==> src/rtl/clkstop_pkg.sv <==
package clkstop_pkg;
  // Level of a divided clock at a given phase: high for the first half of
  // each 2**div_log2 window.
  function automatic logic phase_level(input logic [7:0] ph, input int unsigned div_log2);
    return ~ph[div_log2-1];
  endfunction

  // True on the phase whose next edge starts a new slow-clock period.
  function automatic logic last_phase(input logic [7:0] ph, input int unsigned width);
    logic [7:0] mask;
    mask = 8'((9'd1 << width) - 9'd1);
    return (ph & mask) == mask;
  endfunction
endpackage

==> src/rtl/clkstop_sync.sv <==
module clkstop_sync #(
  parameter int unsigned WIDTH = 2,
  parameter int unsigned STAGES = 2
) (
  input  logic             clk,
  input  logic             rst_n,
  input  logic [WIDTH-1:0] async_i,
  output logic [WIDTH-1:0] sync_o
);
  for (genvar g = 0; g < WIDTH; g++) begin : g_bit
    logic [STAGES-1:0] chain;
    always_ff @(posedge clk or negedge rst_n) begin
      if (!rst_n) chain <= '1;
      else        chain <= {chain[STAGES-2:0], async_i[g]};
    end
    assign sync_o[g] = chain[STAGES-1];
  end
endmodule

==> src/rtl/clkstop_phase.sv <==
module clkstop_phase #(
  parameter int unsigned PH_W = 3
) (
  input  logic            clk,
  input  logic            rst_n,
  output logic [PH_W-1:0] ph_nxt,
  output logic            wrap
);
  import clkstop_pkg::*;
  logic [PH_W-1:0] ph;

  always_ff @(posedge clk or negedge rst_n) begin
    if (!rst_n) ph <= '1;
    else        ph <= ph_nxt;
  end

  assign ph_nxt = ph + 1'b1;
  assign wrap   = last_phase(8'(ph), PH_W);
endmodule

==> src/rtl/clkstop_gate.sv <==
module clkstop_gate #(
  parameter int unsigned RESTART_PERIODS = 0
) (
  input  logic clk,
  input  logic rst_n,
  input  logic wrap,
  input  logic run_req,
  output logic en_q,
  output logic en_d
);
  localparam int unsigned CW = (RESTART_PERIODS > 0) ? $clog2(RESTART_PERIODS + 1) : 1;
  localparam logic [CW-1:0] LIMIT = CW'(RESTART_PERIODS);

  logic [CW-1:0] wait_q, wait_d;

  always_comb begin
    en_d   = en_q;
    wait_d = wait_q;
    if (wrap) begin
      if (!run_req) begin
        en_d   = 1'b0;
        wait_d = '0;
      end else if (!en_q) begin
        if (wait_q == LIMIT) en_d = 1'b1;
        else                 wait_d = wait_q + 1'b1;
      end
    end
  end

  always_ff @(posedge clk or negedge rst_n) begin
    if (!rst_n) begin
      en_q   <= 1'b1;
      wait_q <= LIMIT;
    end else begin
      en_q   <= en_d;
      wait_q <= wait_d;
    end
  end
endmodule

==> src/rtl/clkstop_ctrl.sv <==
module clkstop_ctrl #(
  parameter int unsigned NUM_CPU = 2,
  parameter int unsigned NUM_PCI = 5,
  parameter int unsigned CPU_DIV_LOG2 = 1,
  parameter int unsigned PCIF_DIV_LOG2 = 3,
  parameter int unsigned PCI_RESTART_PERIODS = 1
) (
  input  logic               clk,
  input  logic               rst_n,
  input  logic               mode_strap,
  input  logic               cpu_stop_n,
  input  logic               pci_stop_n,
  output logic [NUM_CPU-1:0] cpu_clk_o,
  output logic               pcif_clk_o,
  output logic [NUM_PCI-1:0] pci_clk_o
);
  import clkstop_pkg::*;
  localparam int unsigned PH_W = PCIF_DIV_LOG2;

  logic [PH_W-1:0] ph_nxt;
  logic            wrap;
  logic [1:0]      stop_s;
  logic            mode_q;
  logic            cpu_run, pci_run;
  logic            cpu_en, cpu_en_d, pci_en, pci_en_d;
  logic            cpu_lvl, pcif_lvl;

  clkstop_phase #(.PH_W(PH_W)) u_phase (
    .clk(clk), .rst_n(rst_n), .ph_nxt(ph_nxt), .wrap(wrap)
  );

  clkstop_sync #(.WIDTH(2), .STAGES(2)) u_sync (
    .clk(clk), .rst_n(rst_n),
    .async_i({pci_stop_n, cpu_stop_n}), .sync_o(stop_s)
  );

  // Strap is loaded on every clock while reset is held.
  always_ff @(posedge clk) begin
    if (!rst_n) mode_q <= mode_strap;
  end

  assign cpu_run = mode_q | stop_s[0];
  assign pci_run = mode_q | stop_s[1];

  clkstop_gate #(.RESTART_PERIODS(0)) u_cpu_gate (
    .clk(clk), .rst_n(rst_n), .wrap(wrap), .run_req(cpu_run),
    .en_q(cpu_en), .en_d(cpu_en_d)
  );

  clkstop_gate #(.RESTART_PERIODS(PCI_RESTART_PERIODS)) u_pci_gate (
    .clk(clk), .rst_n(rst_n), .wrap(wrap), .run_req(pci_run),
    .en_q(pci_en), .en_d(pci_en_d)
  );

  assign cpu_lvl  = phase_level(8'(ph_nxt), CPU_DIV_LOG2);
  assign pcif_lvl = phase_level(8'(ph_nxt), PCIF_DIV_LOG2);

  always_ff @(posedge clk or negedge rst_n) begin
    if (!rst_n) pcif_clk_o <= 1'b0;
    else        pcif_clk_o <= pcif_lvl;
  end

  for (genvar c = 0; c < NUM_CPU; c++) begin : g_cpu
    always_ff @(posedge clk or negedge rst_n) begin
      if (!rst_n) cpu_clk_o[c] <= 1'b0;
      else        cpu_clk_o[c] <= cpu_lvl & cpu_en_d;
    end
  end

  for (genvar p = 0; p < NUM_PCI; p++) begin : g_pci
    always_ff @(posedge clk or negedge rst_n) begin
      if (!rst_n) pci_clk_o[p] <= 1'b0;
      else        pci_clk_o[p] <= pcif_lvl & pci_en_d;
    end
  end
endmodule

==> config.mk <==
export PLATFORM = sky130hd
export DESIGN_NAME = clkstop_ctrl
export DESIGN_NICKNAME = d
export VERILOG_FILES = /design/src/rtl/clkstop_pkg.sv /design/src/rtl/clkstop_sync.sv /design/src/rtl/clkstop_phase.sv /design/src/rtl/clkstop_gate.sv /design/src/rtl/clkstop_ctrl.sv
export SDC_FILE = /design/constraint.sdc
export NUM_CORES = 1
export LEC_CHECK = 0
export ABC_AREA = 1
export BUFFER_PORTS_ARGS = -buffer_cell sky130_fd_sc_hd__buf_2
export CORE_AREA = 2 2 39 41
export CTS_CLUSTER_DIAMETER = 80
export DETAILED_ROUTE_END_ITERATION = 10
export DIE_AREA = 0 0 41 43
export PLACE_DENSITY = 0.74
export SYNTH_ARGS = -nofsm -noshare
export SYNTH_HDL_FRONTEND = slang
export SYNTH_SLANG_ARGS = --single-unit
==> constraint.sdc <==
create_clock -name clk -period 3.8 [get_ports clk]
set_clock_uncertainty 0.05 [all_clocks]
set_input_delay 0.95 -clock clk [delete_from_list [all_inputs] [get_ports clk]]
set_output_delay 0.95 -clock clk [all_outputs]
set_load 0.05 [all_outputs]
; ---- Word-level counts from Yosys, hierarchy flattened
; Cells that the tools add are included.
[classes]
addsub = 3
n_bitwise = 6
n_eq_ne = 3
n_reduce_logical = 2
muxes = 14
[op_table]
columns = op, n
row1 = $mux W1, 14
row2 = $ne A2 B2 Y1 const B, 2
row3 = $reduce_and A2 Y1, 2
row4 = $add A3 B1 Y3 const B, 1
row5 = $eq A3 B3 Y1 const B, 1
row6 = $add A1 B1 Y1 const B, 2
row7 = $and A1 B1 Y1, 2
row8 = $not A1 Y1, 2
row9 = $or A1 B1 Y1, 2
[totals]
in_bits = 5
ff_bits = 15
output_inout_bits = 8
wordCells = 39

; ---- Depth between registers and ports, before layout
[depth]
word_depth = 5
mapped_depth = 6
depth_no_buf = 6

; ---- Hierarchy
; From an unflattened synthesis, not the netlist that was laid out.
[unflattened]
hier_cells = 51
area_unflattened_um2 = 563.0
[by_module_without_submodules]
columns = mod, n_inst, area_per_inst_um2, seq_area_each_um2, cells_each
row1 = clkstop_ctrl, 1, 188.9, 105.1, 20
row2 = clkstop_sync, 1, 120.1, 105.1, 6
row3 = clkstop_phase, 1, 107.6, 78.8, 6
row4 = clkstop_gate at u_pci_gate, 1, 105.1, 52.6, 14
row5 = clkstop_gate at u_cpu_gate, 1, 41.3, 26.3, 5

; ---- Worst setup path after synthesis
; OpenSTA, ideal clock, no wires.
[synth_timing]
kind = register to output
startpoint = register pci_clk_o[0] (netlist name)
endpoint = output port pci_clk_o[1]
path_stages_with_launch = 2
path_buffers = 1
path_slack_ns = 1.859
required_ns = 2.800
t_arrival_ns = 0.941
path_cell_list = dfrtp_1 -> buf_4
[synth_lines]
columns = item, line
row1 = "end, declared", clkstop_ctrl.sv:15  ; output logic [NUM_PCI-1:0] pci_clk_o

==> results.sh <==
export IMPL_rows=14
export IMPL_grt_usage_pct=9.18
export IMPL_ant_nets=0
export IMPL_ys_seq_area_share_pct=70.7
export IMPL_port_buffers=12
export IMPL_clk_latency_ns=0.27
export IMPL_rsz0062_at_grt="false"
export IMPL_syn_inst=44
export IMPL_setup_viol_count_final=0
export IMPL_cap_violations=0
export IMPL_hold_violations=0
export IMPL_tightest_slew_ns=0.277
export IMPL_syn_area_per_cell_um2=11.8
export IMPL_syn_area_um2=520
export IMPL_worst_ep_required_time_ns=2.80
export IMPL_cts_hold_buf=0
export IMPL_post_drt_wl_per_cell_um=8.56
export IMPL_overflow=0
export IMPL_clk_pin_slew_worst_paths_ns=0.08
export IMPL_die_width_um=41
export IMPL_critPathCaptureType="primary output"
export IMPL_start_util_pct=37.6
export IMPL_cts_buffers_inserted=3
export IMPL_p_total_uw=313
export IMPL_slowest_stage="dfrtp_1"
export IMPL_drt_first_pass_iters=3
export IMPL_synthFlopType="dfstp_2"
export IMPL_synth_edf_count=1
export IMPL_gp_congestion=0.636
export IMPL_fin_crit_ns=1.93
export IMPL_clockRootBuffer="clkbuf_4"
export IMPL_core_area_um2=1380
export IMPL_wl_um=608
export IMPL_finalNonFillerCells=71
export IMPL_dieHeight_um=43
export IMPL_period_share_pct=50.7
export IMPL_p_leak_nw=0.316
export IMPL_fin_ws_ns=1.87
export IMPL_relSlewSlack_pct=81.5
export IMPL_path_buf_inv=1
export IMPL_synthArstFlopShare_pct=92.9
export IMPL_diodes=0
export IMPL_grt_pass1_wl_um=1020
export IMPL_critPathKind="flip-flop to primary output"
export IMPL_vias=286
export IMPL_drtIter0Drc=6
export IMPL_critPathArrivalTime_ns=0.93
export IMPL_yosysTopAreaCellShare_pct=50.5
export IMPL_drive_gt1_share_pct=47.3
export IMPL_fin_nets=63
export IMPL_powerDensity_nw_per_um2=523
export IMPL_path_depth=1
export IMPL_ir_worst_vdd_mv=0.307
export IMPL_antenna_found_initial=0
export IMPL_cp_start_kind="flip-flop"
export IMPL_min_path_type="flip-flop to flip-flop"
export IMPL_synth_largest_area_cell="dfstp_2"
export IMPL_setup_tns_ns=0
export IMPL_fmax_ghz=0.519
export IMPL_placed_cells=67
export IMPL_crit_chain="buf_2"
export IMPL_grt_max_degree=15
export IMPL_ys_seq_elements=14
export IMPL_grt_pass1_vias=280
export IMPL_synth_distinct_cells=10
export IMPL_dp_final_hpwl_um=479
export IMPL_clock_path_buffers=2
export IMPL_cts_max_level=1
export IMPL_cts_resized=0
export IMPL_critical_path_max_stage_delay_ns=0.38
export IMPL_n_fill_cell=136
export IMPL_cp_top_family="flip-flops"
export IMPL_rr_worst_depth=5
export IMPL_status="finished clean"
export IMPL_vias_per_cell=4.03
export IMPL_yosys_warnings=0
export IMPL_ios=13
export IMPL_synthTopCellsByArea="dfstp_2 (50%), dfrtp_1 (14%), buf_4 (7.2%)"
export IMPL_area_growth_pct=15.1
export IMPL_crit_path_max_fanout=5
export IMPL_pre_cts_ws_ns=2.16
export IMPL_ys_top_cells_by_count="dfstp_2 (10), inv_1 (10), nand2_1 (8)"
export IMPL_drv_slew=0
export IMPL_cts_tree="built"
export IMPL_synth_nets=51
export IMPL_whs_path_depth=0
export IMPL_post_cts_buffers=0
export IMPL_fp_dieArea_um2=1760
export IMPL_remaining_drc_errors=0
export IMPL_clock_sinks=14
==> cell type report <==
| type | instances | area (µm²) | share of cell area [%] |
|---|---|---|---|
| Timing Repair Buffer | 12 | 60.1 | 10.0 |
| Sequential cell | 14 | 368 | 61.4 |
| Tap cell | 16 | 20.0 | 3.34 |
| Multi-Input combinational cell | 15 | 77.6 | 12.9 |
| Inverter | 10 | 37.5 | 6.26 |
| Clock buffer | 4 | 36.3 | 6.05 |
==> power by group <==
group / total (mW) / leakage, nW / internal (mW) / switching (mW)
registers: 0.167 / 0.149 / 0.163 / 0.00346
clock network: 0.100 / 0.0210 / 0.0581 / 0.0422
logic: 0.0463 / 0.146 / 0.00967 / 0.0366
==> sequential cells by signal, indices dropped and copies added (netlist names) <==
name                cells
u_phase.ph              3
pci_clk_o               1
u_cpu_gate.en_q         1
u_sync.g_bit.chain      4
cpu_clk_o               1
pcif_clk_o              1
u_pci_gate.en_q         1
u_pci_gate.wait_q       1
mode_q                  1
==> cell families after synthesis <==
kind of cell	count (synthesis)	synth area share (%)
AND/OR/NAND/NOR	13	10.1
adder cells (fa/ha/maj)	2	4.81
flip-flops	14	70.7
buffers and inverters	15	14.4
==> per-stage QoR <==
| stage | hold WS (ns) | instance area [µm²] | utilization [%] |
|---|---|---|---|
| finish | 0.308 | 599 | 43.3 |
| global route | 0.317 | 599 | 43.3 |
| CTS | 0.309 | 599 | 43.3 |
| detailed placement | 0.298 | 563 | 40.7 |
| global placement | 0.295 | 563 | 40.7 |
| floorplan | 0.295 | 520 | - |
==> final timing paths <==
kind / startpoint / slack [ns] / end
worst max-delay path: pci_clk_o[0] / 1.87 / pci_clk_o[2]
worst min-delay path: u_sync.g_bit[1].chain[0] / 0.31 / u_sync.g_bit[1].chain[1]
worst max register to register: u_phase.ph[0] / 2.48 / pci_clk_o[0]
worst min register to register: u_sync.g_bit[1].chain[0] / 0.31 / u_sync.g_bit[1].chain[1]
max in group asynchronous: rst_n / 2.93 / u_sync.g_bit[1].chain[0]
min in group asynchronous: rst_n / 0.50 / pcif_clk_o
==> metal layers <==
| metal | vias to the layer above | track usage [%] | share of wire, % |
|---|---|---|---|
| li1 | 142 | - | - |
| met4 | 0 | 6.00 | 0 |
| met2 | 11 | 13.8 | 50 |
| met5 | - | 0 | 0 |
| met3 | 0 | 4.71 | 7.6 |
| met1 | 133 | 9.47 | 43 |
==> cell usage in the layout, fill, tap and decap left out <==
cell	instances
clkbuf_4	3
ha_1	2
buf_2	12
nand2_1	8
dfrtp_1	3
nand3_1	1
clkbuf_8	1
or2_1	1
nor2_1	3
edfxtp_1	1
inv_1	10
dfstp_2	10
No activity file was read; power rests on OpenSTA's default activity.
